`config.mk`:
```
export PLATFORM = sky130hd
export DESIGN_NAME = bus_addr_demux
export DESIGN_NICKNAME = d
export VERILOG_FILES = /design/src/rtl/bus_demux_pkg.sv /design/src/rtl/addr_lo_hold.sv /design/src/rtl/mem_strobe.sv /design/src/rtl/region_dec.sv /design/src/rtl/bus_addr_demux.sv
export SDC_FILE = /design/constraint.sdc
export NUM_CORES = 1
export LEC_CHECK = 0
export BUFFER_PORTS_ARGS = -buffer_cell sky130_fd_sc_hd__buf_2
export CELL_PAD_IN_SITES_DETAIL_PLACEMENT = 0
export CELL_PAD_IN_SITES_GLOBAL_PLACEMENT = 1
export CORE_MARGIN = 2
export CORE_UTILIZATION = 35
export CTS_CLUSTER_DIAMETER = 150
export DETAILED_ROUTE_END_ITERATION = 8
export PLACE_DENSITY = 0.74
export SLEW_MARGIN = 5
export SYNTH_ARGS = -nofsm -noshare
export SYNTH_HDL_FRONTEND = slang
export SYNTH_HIERARCHICAL = 1
export SYNTH_SLANG_ARGS = --single-unit
export TNS_END_PERCENT = 5
```
`constraint.sdc`:
```
create_clock -name clk -period 1.1 [get_ports clk]
set_input_delay 0.165 -clock clk [delete_from_list [all_inputs] [get_ports clk]]
set_output_delay 0.165 -clock clk [all_outputs]
set_load 0.05 [all_outputs]
```
`src/rtl/bus_demux_pkg.sv`:
```
package bus_demux_pkg;
    parameter int ADDR_W   = 16;
    parameter int LO_W     = 8;
    parameter int RGN_BITS = 3;
    localparam int HI_W    = ADDR_W - LO_W;
    localparam int NRGN    = 1 << RGN_BITS;

    typedef struct packed {
        logic [ADDR_W-1:0] addr;
        logic [NRGN-1:0]   sel_n;
        logic              oe_n;
        logic              we_n;
    } demux_out_t;

    localparam demux_out_t OUT_IDLE = '{addr: '0, sel_n: '1, oe_n: 1'b1, we_n: 1'b1};
endpackage

```
`src/rtl/addr_lo_hold.sv`:
```
module addr_lo_hold
    import bus_demux_pkg::*;
(
    input  logic            clk,
    input  logic            rst_n,
    input  logic            ale,
    input  logic [LO_W-1:0] bus,
    output logic [LO_W-1:0] lo_view
);
    logic [LO_W-1:0] held_d, held_q;

    always_comb begin
        held_d = held_q;
        if (ale) held_d = bus;
    end

    always_ff @(posedge clk) begin
        if (!rst_n) held_q <= '0;
        else        held_q <= held_d;
    end

    // transparent while strobe high, held value otherwise
    assign lo_view = ale ? bus : held_q;

    p_capture_r2: assert property (@(posedge clk) disable iff (!rst_n)
        ale |=> (held_q == $past(bus)));
    p_hold_r3: assert property (@(posedge clk) disable iff (!rst_n)
        !ale |=> $stable(held_q));
endmodule

```
`src/rtl/mem_strobe.sv`:
```
module mem_strobe (
    input  logic rd_n,
    input  logic wr_n,
    input  logic io_cycle,
    output logic rd_act,
    output logic wr_act,
    output logic mem_space
);
    always_comb begin
        mem_space = !io_cycle;
        rd_act    = !rd_n && mem_space;
        wr_act    = !wr_n && mem_space;
    end
endmodule

```
`src/rtl/region_dec.sv`:
```
module region_dec
    import bus_demux_pkg::*;
(
    input  logic                en_hi,
    input  logic                en_a_n,
    input  logic                en_b_n,
    input  logic [RGN_BITS-1:0] code,
    output logic [NRGN-1:0]     sel_n
);
    logic enabled;

    always_comb enabled = en_hi && !en_a_n && !en_b_n;

    for (genvar i = 0; i < NRGN; i++) begin : g_out
        assign sel_n[i] = !(enabled && (code == RGN_BITS'(i)));
    end

    always_comb begin
        if (!enabled) a_idle_r6: assert (&sel_n);
    end
endmodule

```
`src/rtl/bus_addr_demux.sv`:
```
module bus_addr_demux
    import bus_demux_pkg::*;
(
    input  logic              clk,
    input  logic              rst_n,
    input  logic              ale,
    input  logic [LO_W-1:0]   ad_bus,
    input  logic [HI_W-1:0]   a_hi,
    input  logic              rd_n,
    input  logic              wr_n,
    input  logic              io_cycle,
    output logic [ADDR_W-1:0] addr_out,
    output logic [NRGN-1:0]   region_sel_n,
    output logic              mem_oe_n,
    output logic              mem_we_n
);
    logic [LO_W-1:0] lo_view;
    logic            rd_act, wr_act, mem_space;
    logic [NRGN-1:0] sel_n_c;
    logic [ADDR_W-1:0] addr_c;
    demux_out_t      out_d, out_q;

    addr_lo_hold u_hold (
        .clk     (clk),
        .rst_n   (rst_n),
        .ale     (ale),
        .bus     (ad_bus),
        .lo_view (lo_view)
    );

    mem_strobe u_strobe (
        .rd_n      (rd_n),
        .wr_n      (wr_n),
        .io_cycle  (io_cycle),
        .rd_act    (rd_act),
        .wr_act    (wr_act),
        .mem_space (mem_space)
    );

    assign addr_c = {a_hi, lo_view};

    region_dec u_dec (
        .en_hi  (mem_space),
        .en_a_n (!(rd_act || wr_act)),
        .en_b_n (ale),
        .code   (addr_c[ADDR_W-1 -: RGN_BITS]),
        .sel_n  (sel_n_c)
    );

    always_comb begin
        out_d       = out_q;
        out_d.addr  = addr_c;
        out_d.sel_n = sel_n_c;
        out_d.oe_n  = !rd_act;
        out_d.we_n  = !wr_act;
    end

    always_ff @(posedge clk) begin
        if (!rst_n) out_q <= OUT_IDLE;
        else        out_q <= out_d;
    end

    assign addr_out     = out_q.addr;
    assign region_sel_n = out_q.sel_n;
    assign mem_oe_n     = out_q.oe_n;
    assign mem_we_n     = out_q.we_n;

    p_one_sel_r11: assert property (@(posedge clk) disable iff (!rst_n)
        $onehot0(~region_sel_n));
    p_no_strobe_r6: assert property (@(posedge clk) disable iff (!rst_n)
        (rd_n && wr_n) |=> (&region_sel_n));
    p_io_quiet_r7: assert property (@(posedge clk) disable iff (!rst_n)
        io_cycle |=> (&region_sel_n && mem_oe_n && mem_we_n));
    p_ale_quiet_r8: assert property (@(posedge clk) disable iff (!rst_n)
        ale |=> (&region_sel_n));
    p_hi_direct_r4: assert property (@(posedge clk) disable iff (!rst_n)
        1'b1 |=> (addr_out[ADDR_W-1:LO_W] == $past(a_hi)));
endmodule

```
Word level (Yosys, flattened, before mapping)
Index checks and enable logic that the tools add are counted.
- reduce and logical (&&, ||, !) cells: 28
- equality and inequality tests: 7
- muxes and demuxes: 1
- operators with widths (cell ; count):
    logical NOT 1 bit ; 14
    equality test 3 bit, second input constant ; 4
    logical AND 1 bit ; 12
    two-way mux 8 bit ; 1
    equality test 3 x 2 -> 1 bit, second input constant ; 2
    equality test 3 x 1 -> 1 bit, second input constant ; 1
    logical NOT 3 bit ; 1
    logical OR 1 bit ; 1
- register bits: 34
- logic and storage cells: 41
- output and inout port bits: 26

Longest topological paths before layout
Gate-level depths: netlist of the first run.
- depth after elaboration: 7
- mapped depth: 5
- mapped depth without buffers: 5

Hierarchy
The synthesis of the first run kept the hierarchy.
- modules (own cells, without submodules) (module ; seq. area each (sq um) ; cells each ; times used ; area an instance (sq um)):
    bus_addr_demux ; 520.5 ; 55 ; 1 ; 698.2
    addr_lo_hold ; 160.2 ; 25 ; 1 ; 344.1
    region_dec ; 0.0 ; 14 ; 1 ; 88.8
    mem_strobe ; 0.0 ; 3 ; 1 ; 11.3

Least setup slack after synthesis of the first run
Ideal clock, no wire load.
- path kind: input-to-reg
- from: input io_cycle
- to: register out_q, in the netlist region_sel_n[1]
- stages: 5
- buffers on the path: 0
- setup slack: 0.095 ns
- data arrival time: 0.886 ns
- required time: 0.981 ns
- cell sequence: nor2_1 nor2_1 nor3b_2 nand3_1 or2b_1
- RTL lines (item ; RTL line ; source):
    from (decl) ; bus_addr_demux.sv:11 ; input logic io_cycle,
    to (signal assigned) ; bus_addr_demux.sv:60 ; else out_q <= out_d;
    to (decl) ; bus_addr_demux.sv:21 ; demux_out_t out_d, out_q;

Final worst setup path of the first run
- from: register out_q, in the netlist region_sel_n[6]
- to: output region_sel_n[6]
- RTL lines (item ; RTL line ; source):
    to (decl) ; bus_addr_demux.sv:13 ; output logic [NRGN-1:0] region_sel_n,
No word-level cell between the ends.

==> key figures, run 1 <==
Logic synthesis
  – Synth area leaders: dfxtp_1 60%, and2_1 13%, mux2_4 11%, or2b_1 3.3%, nand2_1 2.6%
  – Gate count after technology mapping: 97
  – Syn. warnings: 6
  – Avg Cell Area, Syn: 11.8 sq um
  – Mapped cell area: approximately 1100 sq um
  – Compound-gate portion of the synthesized area: 0
  – Main combinational cell family by area after synthesis: simple AND/OR/NAND/NOR gates
  – Synth Net Count: 119
  – Xor/xnor share of the synthesized area: 0
  – Part of the Yosys area used for sequential elements: 0.596
  – Fraction of the mapped netlist area in adder cells: 0
  – Top cell type's share of synthesized area: 0.596
  – Cell type with the highest aggregate area in the netlist: dfxtp_1
  – Synth Area in Simple Gates: 0.277
  – Distinct cell type count of the synthesized netlist: 16
  – Synth Register Bits: 34
  – Mux share of post-synthesis cell area: 0.105

Placement
  – Placer Congestion: 0.596
  – Post-placement cell count: 188
  – Number of port buffers: 47
  – Instance area after placement: 1450 sq um
  – Post-detailed-placement half-perimeter wirelength: 1.47 mm

Setup path
  – Capturing element type of the critical path: output pin
  – Critical path peak fanout: 1
  – Worst Path Arrival: 0.90 ns
  – Crit start category: flop
  – Delay-heaviest family, CP: flip-flops
  – Crit path max-delay cell type: dfxtp_1
  – Worst path buffer plus inverter count: 1
  – Required arrival time at the worst endpoint: between 0.9 and 1 ns
  – Logic depth of the worst path, buffers included: 1
  – Cell Chain, Critical Path: buf_2
  – Kind of critical path: reg2out
  – Delay of the slowest critical-path stage: 0.32 ns
  – Reg2Reg Depth: 2

CTS
  – TritonCTS clock tree: built
  – H-tree Lvls: 2
  – Number of buffers inserted by post-CTS setup repair: 0
  – Clock Tree Buf Depth: 2
  – Clock Pin Slew Worst Setup and Hold Paths: around 0.090 ns
  – Clock latency reported for the late side of the worst-skew pair: 0.33 ns
  – Clock Tree Root: clkbuf_4
  – Clk sinks: 34
  – Clock buffer count from CTS: 5

Power
  – Total power per unit cell area: 1470 nW/um^2
  – Leakage power figure: 0.710 nW
  – Worst VDD drop: about 0.57 mV

Detailed routing
  – Number of vias after detailed routing: 808
  – DR pass1 iterations: 4
  – Final wirelength: between 1.5 and 2 mm
  – Mean routed wirelength per cell: 10.1 microns
  – Vias per cell: 4.14
  – Routed Antenna Nets: 0
  – DR DRC count: 0
  – First DRT Iteration DRCs: 7

Global routing
  – Gr ovfl total: 0
  – Wire length of the first global-routing pass: 3.15 mm
  – Overall track demand over capacity in global routing: 0.124
  – Pin count of the biggest net entering global routing: 21
  – Number of global-route vias before repair: roughly 760
  – Antenna violations before repair: 0

Outcome
  – Result of the run: finished, final reports clean

Floorplan
  – Placeable core region: 3080 sq um
  – Vert. Die Dim: 61.1 microns
  – Die width: ~61 microns
  – Starting density of the core: 0.371
  – Area of the die: 3740 sq um
  – Number of top-level pins: 48
  – Cell Rows: 20

Timing
  – Period utilisation layout: 0.965
  – Unrepaired setup endpoints after global routing: yes
  – Max Clock Skew: 0.000581 ns
  – Final critical path time including I/O delays and setup: 1.06 ns
  – Slew margin rel.: 0.761
  – Max-slew violations: 0
  – Maximum operating frequency: 942 MHz
  – Actual transition at the worst max-transition pin: approximately 0.36 ns
  – Final number of setup-violating endpoints: 0
  – Number of hold-slack violations in the final timing report: 0

Finish
  – Leading cell type in the layout, fill and taps excluded: dfxtp_1
  – Commonest cells after routing, fill and taps aside: 34 x dfxtp_1, 28 x buf_2, 23 x and2_1, 23 x clkbuf_4
  – Antenna cells: 0
  – Final Instance Count excl. Fillers: 195
  – Design area: 1540 sq um
  – Number of fill cells in the layout: 316
  – Layout-stage area growth over the synthesis result: 34.7%
  – Fraction of layout instances using a drive strength above 1: 0.444
  – Net total in the final layout: ~170

Hold path
  – Number of cells traversed by the worst hold path: 3
  – Worst min-delay path class: in2reg

Flow run
  – Max-cap violations: 0
-- cell type report --
cell class                      count  area (sq um)  area share
Inverter                            1          3.75     0.00244
Timing Repair Buffer               50           318       0.207
Clock buffer                        7          45.0      0.0293
Sequential cell                    34           681       0.442
Multi-Input combinational cell     59           437       0.284
Tap cell                           44          55.1      0.0358
-- through the flow --
stage | TNS (ns) | power (mW) | hold WS (ns) | util | setup slack, ns
final | 0 | 2.27 | 0.0271 | 0.500 | 0.0385
after global routing | -0.00369 | 2.40 | 0.0174 | 0.500 | -0.00369
after CTS | 0 | 2.29 | 0.0134 | 0.485 | 0.00869
after detailed placement | -0.630 | 1.68 | 0.366 | 0.470 | -0.103
after global placement | -0.392 | 1.67 | 0.358 | 0.470 | -0.0880
after floorplan | 0 | 1.57 | 0.238 | - | 0.0953
-- per-layer routing --
metal  wire length [microns]  vias to the layer above  part of all wire  global-route usage
li1                        -                      410                 -                   -
met1                     772                      367              0.39               0.125
met2                    1020                       23              0.52               0.208
met3                      98                        8             0.050              0.0378
met4                      73                        0             0.037               0.102
met5                       0                        -                 0                   0
-- worst reg2reg max path: cells and delay by family, from the launching register on --
kind	cells	cell delay, ns
and+or+nand+nor	1	0.16
DFF	1	0.31
muxes	1	0.26
-- flip-flops by register name, summed over array words and instances (netlist names) --
register,flops
addr_out,16
region_sel_n,8
u_hold/held_q,8
mem_oe_n,1
mem_we_n,1
-- what timing repair did --
action | in CTS | in global routing
resized for setup | 1 | 18
endpoints found under the setup margin | 1 | 18
hold endpoints to repair | 0 | 0
hold buffers | 0 | 0
-- kinds of logic after synthesis --
group	after synthesis
mux	8
buf+inv	4
simple gates	51
flops	34
-- final timing paths --
check	startpoint	end	slack (ns)
worst min register to register	u_hold/held_q[1]$_SDFF_PN0_	u_hold/held_q[1]$_SDFF_PN0_	0.58
worst max-delay path	region_sel_n[6]$_SDFF_PN1_	region_sel_n[6]	0.04
worst max register to register	u_hold/held_q[0]$_SDFF_PN0_	u_hold/held_q[0]$_SDFF_PN0_	0.27
worst min-delay path	wr_n	mem_we_n$_SDFF_PN1_	0.03
-- Yosys cell counts --
cell      number
nor3_2         1
nor2_1         4
or2b_1         5
inv_1          1
nor3b_2        2
mux2_4         8
clkbuf_2       1
and3b_1        2
and2_1        23
buf_6          1
buf_2          1
dfxtp_1       34
nand3_1        2
nand2_1        8
and2_4         1
nand2b_1       3
-- power by group --
part | switching (mW) | internal, mW
registers | 0.0124 | 1.28
clock network | 0.368 | 0.241
logic | 0.215 | 0.146
Power figures use the tool's default switching activity.
==> inputs of run 2 (changes only) <==
CORE_UTILIZATION = 37   (was 35)
CTS_BUF_LIST = sky130_fd_sc_hd__clkbuf_8   (was unset)
PLACE_DENSITY = 0.78   (was 0.74)
==> key figures, run 2 (synthesized netlist as in run 1, its figures left out) <==
Detailed routing
  – Number of vias after detailed routing: 805
  – DR DRC count: 0
  – DR pass1 iterations: 3
  – Routed Antenna Nets: 0
  – Vias per cell: 4.33
  – First DRT Iteration DRCs: 15
  – Final wirelength: 1.92 mm
  – Mean routed wirelength per cell: 10.3 microns

Floorplan
  – Area of the die: 3550 sq um
  – Number of top-level pins: between 40 and 50
  – Placeable core region: 3000 sq um
  – Vert. Die Dim: 59.6 microns
  – Die width: just under 60 microns
  – Cell Rows: 20
  – Starting density of the core: 0.380

Finish
  – Antenna cells: 0
  – Commonest cells after routing, fill and taps aside: 47 x buf_2, 34 x dfxtp_1, 23 x and2_1
  – Leading cell type in the layout, fill and taps excluded: buf_2
  – Largest register FFs: 16
  – Net total in the final layout: ~170
  – Final Instance Count excl. Fillers: 186
  – Fraction of layout instances using a drive strength above 1: 0.464
  – Post-layout utilization of the core: 0.512
  – Design area: ~1500 sq um
  – Layout-stage area growth over the synthesis result: 34.6%

CTS
  – Hold_buf cts: 0
  – Clock Tree Buf Depth: 2
  – TritonCTS clock tree: built
  – Clock latency reported for the late side of the worst-skew pair: about 0.27 ns
  – Number of buffers inserted by post-CTS setup repair: 0
  – Clk sinks: 34
  – Clock buffer count from CTS: 5
  – Quantity of gates resized following cts: 0
  – Clock Pin Slew Worst Setup and Hold Paths: 0.06 ns
  – Clock Tree Root: clkbuf_8
  – H-tree Lvls: 2

Timing
  – Unrepaired setup endpoints after global routing: no
  – Min setup slack post-route: 0.0949 ns
  – Period utilisation layout: 0.914
  – Max Clock Skew: 0.00252 ns
  – Actual transition at the worst max-transition pin: 0.359 ns
  – Hold_ws: between 0.08 and 0.09 ns
  – Number of hold-slack violations in the final timing report: 0
  – Maximum operating frequency: 995 MHz
  – Final critical path time including I/O delays and setup: 1.01 ns
  – Sum Neg Setup Slack: 0 ns
  – Final number of setup-violating endpoints: 0
  – Slew margin rel.: 0.761
  – Max-slew violations: 0

Setup path
  – Delay of the slowest critical-path stage: 0.31 ns
  – Critical path peak fanout: 1
  – Reg2Reg Depth: 2
  – Cell Chain, Critical Path: buf_2
  – Crit start category: flop
  – Capturing element type of the critical path: output pin
  – Kind of critical path: reg2out
  – Crit path max-delay cell type: dfxtp_1
  – Worst reg2reg path endpoint: addr_out[1]$_SDFF_PN0_
  – Required arrival time at the worst endpoint: 0.94 ns
  – Delay-heaviest family, CP: flip-flops
  – Worst R2R Start: u_hold/held_q[1]$_SDFF_PN0_
  – Worst Path Arrival: ~0.84 ns
  – Worst path buffer plus inverter count: 1
  – Reg2reg setup slack: 0.26 ns

Global routing
  – Gr ovfl total: 0
  – Number of global-route vias before repair: 755
  – Pin count of the biggest net entering global routing: 30
  – Overall track demand over capacity in global routing: 0.127
  – Antenna violations before repair: 0
  – Wire length of the first global-routing pass: 3.22 mm

Placement
  – Placer Congestion: ~0.6
  – Post-detailed-placement half-perimeter wirelength: 1.43 mm
  – Instance area after placement: between 1000 and 1500 sq um
  – Post-placement cell count: 178
  – Pre-CTS setup slack: -0.124 ns
  – Number of port buffers: 47

Flow run
  – Max-cap violations: 0

Hold path
  – Number of cells traversed by the worst hold path: 3
  – Worst min-delay path class: in2reg
  – Worst min-delay path startpoint: wr_n
  – Worst hold path endpoint: mem_we_n$_SDFF_PN1_

Power
  – Leakage power figure: 0.727 nW
  – Worst VDD drop: 0.800 mV
  – Total power per unit cell area: 1740 nW/um^2
  – Total power after layout: 2.68 mW

Outcome
  – Result of the run: finished, final reports clean
[run 2: cell count changes in the layout (fill, tap and decap cells not counted)]
cell      change
buf_12        -1
buf_2        +19
buf_4         +1
clkbuf_1      -2
clkbuf_4     -23
clkbuf_8      +8
[run 2: cell type report]
class	instances	area, sq um
fillers	281	1470
flip-flops and latches	34	681
multi-input cells	59	437
repair buffers	51	265
clock buffers	8	110
well taps	33	41.3
inverters	1	3.75
[run 2: where the power goes]
part | internal, mW | switching, mW
registers | 1.29 | 0.0119
clock network | 0.631 | 0.401
logic | 0.132 | 0.215
[run 2: how the worst max path moves through the flow]
| stage | from | to | slack [ns] | depth (start not counted) |
|---|---|---|---|---|
| 3_5_place_dp | io_cycle | region_sel_n[5]$_SDFF_PN1_ | -0.12 | 7 |
| 2_1_floorplan | io_cycle | region_sel_n[1]$_SDFF_PN1_ | 0.1 | 5 |
| 4_1_cts | region_sel_n[3]$_SDFF_PN1_ | region_sel_n[3] | 0.07 | 1 |
| 6_report | region_sel_n[0]$_SDFF_PN1_ | region_sel_n[0] | 0.09 | 1 |
| 3_3_place_gp | io_cycle | region_sel_n[4]$_SDFF_PN1_ | -0.11 | 7 |
| 5_1_grt | addr_out[9]$_SDFF_PN0_ | addr_out[9] | 0.05 | 1 |
[run 2: routing by layer]
layer	part of all wire	GRT usage
met5	0	0
met1	0.41	0.133
met3	0.059	0.0480
met2	0.50	0.210
met4	0.032	0.0857
==> inputs of run 3 (changes only) <==
ABC_AREA = 1   (was unset)
CORE_UTILIZATION = 34   (was 37)
PLACE_DENSITY = 0.77   (was 0.78)
==> key figures, run 3 <==
Detailed routing
  – Number of vias after detailed routing: 1047
  – First DRT Iteration DRCs: 48
  – Routed Antenna Nets: 0
  – Mean routed wirelength per cell: 8.20 microns
  – Vias per cell: roughly 3.8
  – DR pass1 iterations: 4
  – Final wirelength: between 2 and 2.5 mm
  – DR DRC count: 0

Power
  – Total power per unit cell area: 1730 nW/um^2
  – Leakage power figure: 1.04 nW
  – Worst VDD drop: ~0.68 mV

Setup path
  – Delay of the slowest critical-path stage: 0.33 ns
  – Worst Path Arrival: 0.87 ns
  – Delay-heaviest family, CP: flip-flops
  – Worst path buffer plus inverter count: 1
  – Crit path max-delay cell type: dfxtp_1
  – Worst R2R Start: u_hold/held_q[6]$_SDFF_PN0_
  – Crit start category: flop
  – Capturing element type of the critical path: output pin
  – Kind of critical path: reg2out
  – Launch point of the worst path: region_sel_n[5]$_SDFF_PN1_
  – Cell Chain, Critical Path: buf_2
  – Critical path peak fanout: 1
  – Required arrival time at the worst endpoint: 0.94 ns

Logic synthesis
  – Syn. warnings: 6
  – Synth Net Count: 198
  – Synth Register Bits: 34
  – Ys flop type: dfxtp_1
  – Top cell type's share of synthesized area: 0.540
  – Gate count after technology mapping: 176
  – Cell type with the highest aggregate area in the netlist: dfxtp_1
  – Top cells by count, synth: 63 x nand2_1, 53 x inv_1, 34 x dfxtp_1
  – Distinct cell type count of the synthesized netlist: 10
  – Leading cell type by number of instances after synthesis: nand2_1
  – Post-synth EDFFs: 0
  – Avg Cell Area, Syn: approximately 7.2 sq um
  – Part of the Yosys area used for sequential elements: 0.540
  – Ys async rst share: 0
  – Synth area leaders: dfxtp_1 54%, nand2_1 19%, inv_1 16%, nor2_1 5.4%, buf_6 2.7%
  – Mapped cell area: 1260 sq um

Timing
  – Final number of setup-violating endpoints: 0
  – Slew margin rel.: 0.819
  – Max Clock Skew: roughly 0.00050 ns
  – Actual transition at the worst max-transition pin: 0.272 ns
  – Number of hold-slack violations in the final timing report: 0
  – Final critical path time including I/O delays and setup: 1.04 ns
  – Sum Neg Setup Slack: 0 ns
  – Max-slew violations: 0
  – Period utilisation layout: 0.942
  – Unrepaired setup endpoints after global routing: no
  – Maximum operating frequency: 965 MHz
  – Hold_ws: ~0.065 ns

Finish
  – Fraction of layout instances using a drive strength above 1: 0.260
  – Post-layout utilization of the core: 0.451
  – Number of fill cells in the layout: 410
  – Net total in the final layout: 249
  – Layout-stage area growth over the synthesis result: 29.1%
  – Antenna cells: 0
  – Final Instance Count excl. Fillers: around 280
  – Leading cell type in the layout, fill and taps excluded: nand2_1
  – Design area: between 1500 and 2000 sq um
  – Commonest cells after routing, fill and taps aside: 63 x nand2_1, 53 x inv_1, 47 x buf_2, 34 x dfxtp_1, 18 x nor2_1
  – Largest register FFs: 16

CTS
  – Clock Pin Slew Worst Setup and Hold Paths: 0.07 ns
  – Clock Tree Root: clkbuf_8
  – H-tree Lvls: 2
  – Clock latency reported for the late side of the worst-skew pair: 0.27 ns
  – Quantity of gates resized following cts: 0
  – TritonCTS clock tree: built
  – Clock buffer count from CTS: 5
  – Hold_buf cts: 0
  – Clock Tree Buf Depth: 2
  – Number of buffers inserted by post-CTS setup repair: 0
  – Clk sinks: 34

Hold path
  – Worst min-delay path class: in2reg
  – Worst min-delay path startpoint: a_hi[3]

Floorplan
  – Placeable core region: 3610 sq um
  – Cell Rows: 22
  – Vert. Die Dim: 64.9 microns
  – Number of top-level pins: 48
  – Area of the die: 4210 sq um
  – Starting density of the core: 0.349
  – Die width: approximately 65 microns

Placement
  – Post-detailed-placement half-perimeter wirelength: ~1.6 mm
  – Placer Congestion: between 0.7 and 0.8
  – Number of port buffers: 47
  – Instance area after placement: 1510 sq um
  – Post-placement cell count: 268

Global routing
  – Overall track demand over capacity in global routing: 0.111
  – Gr ovfl total: 0
  – Number of global-route vias before repair: just over 900
  – Antenna violations before repair: 0
  – Wire length of the first global-routing pass: 3.54 mm
  – Pin count of the biggest net entering global routing: 27

Flow run
  – Max-cap violations: 0

Outcome
  – Result of the run: finished, final reports clean
==> run 3: stage by stage <==
step	power [mW]	setup WS (ns)
after CTS	2.87	0.0560
after global placement	1.71	0.0392
after detailed placement	1.72	0.0240
final	2.82	0.0636
after floorplan	1.62	0.267
after global routing	2.96	0.0432
==> run 3: final timing paths <==
kind / end / cells after the start / slack, ns
setup / recovery: region_sel_n[5] / 1 / 0.06
hold / removal: addr_out[11]$_SDFF_PN0_ / 3 / 0.07
hold reg to reg: u_hold/held_q[5]$_SDFF_PN0_ / 4 / 0.52
setup reg to reg: addr_out[6]$_SDFF_PN0_ / 6 / 0.40
==> run 3: metal layers <==
| metal | track usage | wire length (microns) |
|---|---|---|
| met1 | 0.114 | 973 |
| met5 | 0 | 0 |
| met2 | 0.200 | 1090 |
| met4 | 0.0479 | 29 |
| met3 | 0.0417 | 167 |
==> run 3: cell type report <==
cell class	instances	area, sq um	area share
flip-flops and latches	34	681	0.418
multi-input cells	83	322	0.198
repair buffers	48	243	0.149
inverters	55	209	0.128
clock buffers	6	82.6	0.0508
well taps	48	60.1	0.0369
clock inverters	1	30.0	0.0185
==> run 3: logic make-up (layout without fill, tap and decap cells) <==
| family | count (synthesis) | count (layout) | synth area share |
|---|---|---|---|
| AND/OR/NAND/NOR | 83 | 83 | 0.255 |
| buffers and inverters | 59 | 110 | 0.205 |
| flip-flops | 34 | 34 | 0.540 |
==> run 3: power by group <==
part | switching [mW] | total [mW] | internal (mW)
Combinational | 0.276 | 0.378 | 0.102
Sequential | 0.0123 | 1.30 | 1.29
Clock | 0.415 | 1.14 | 0.724
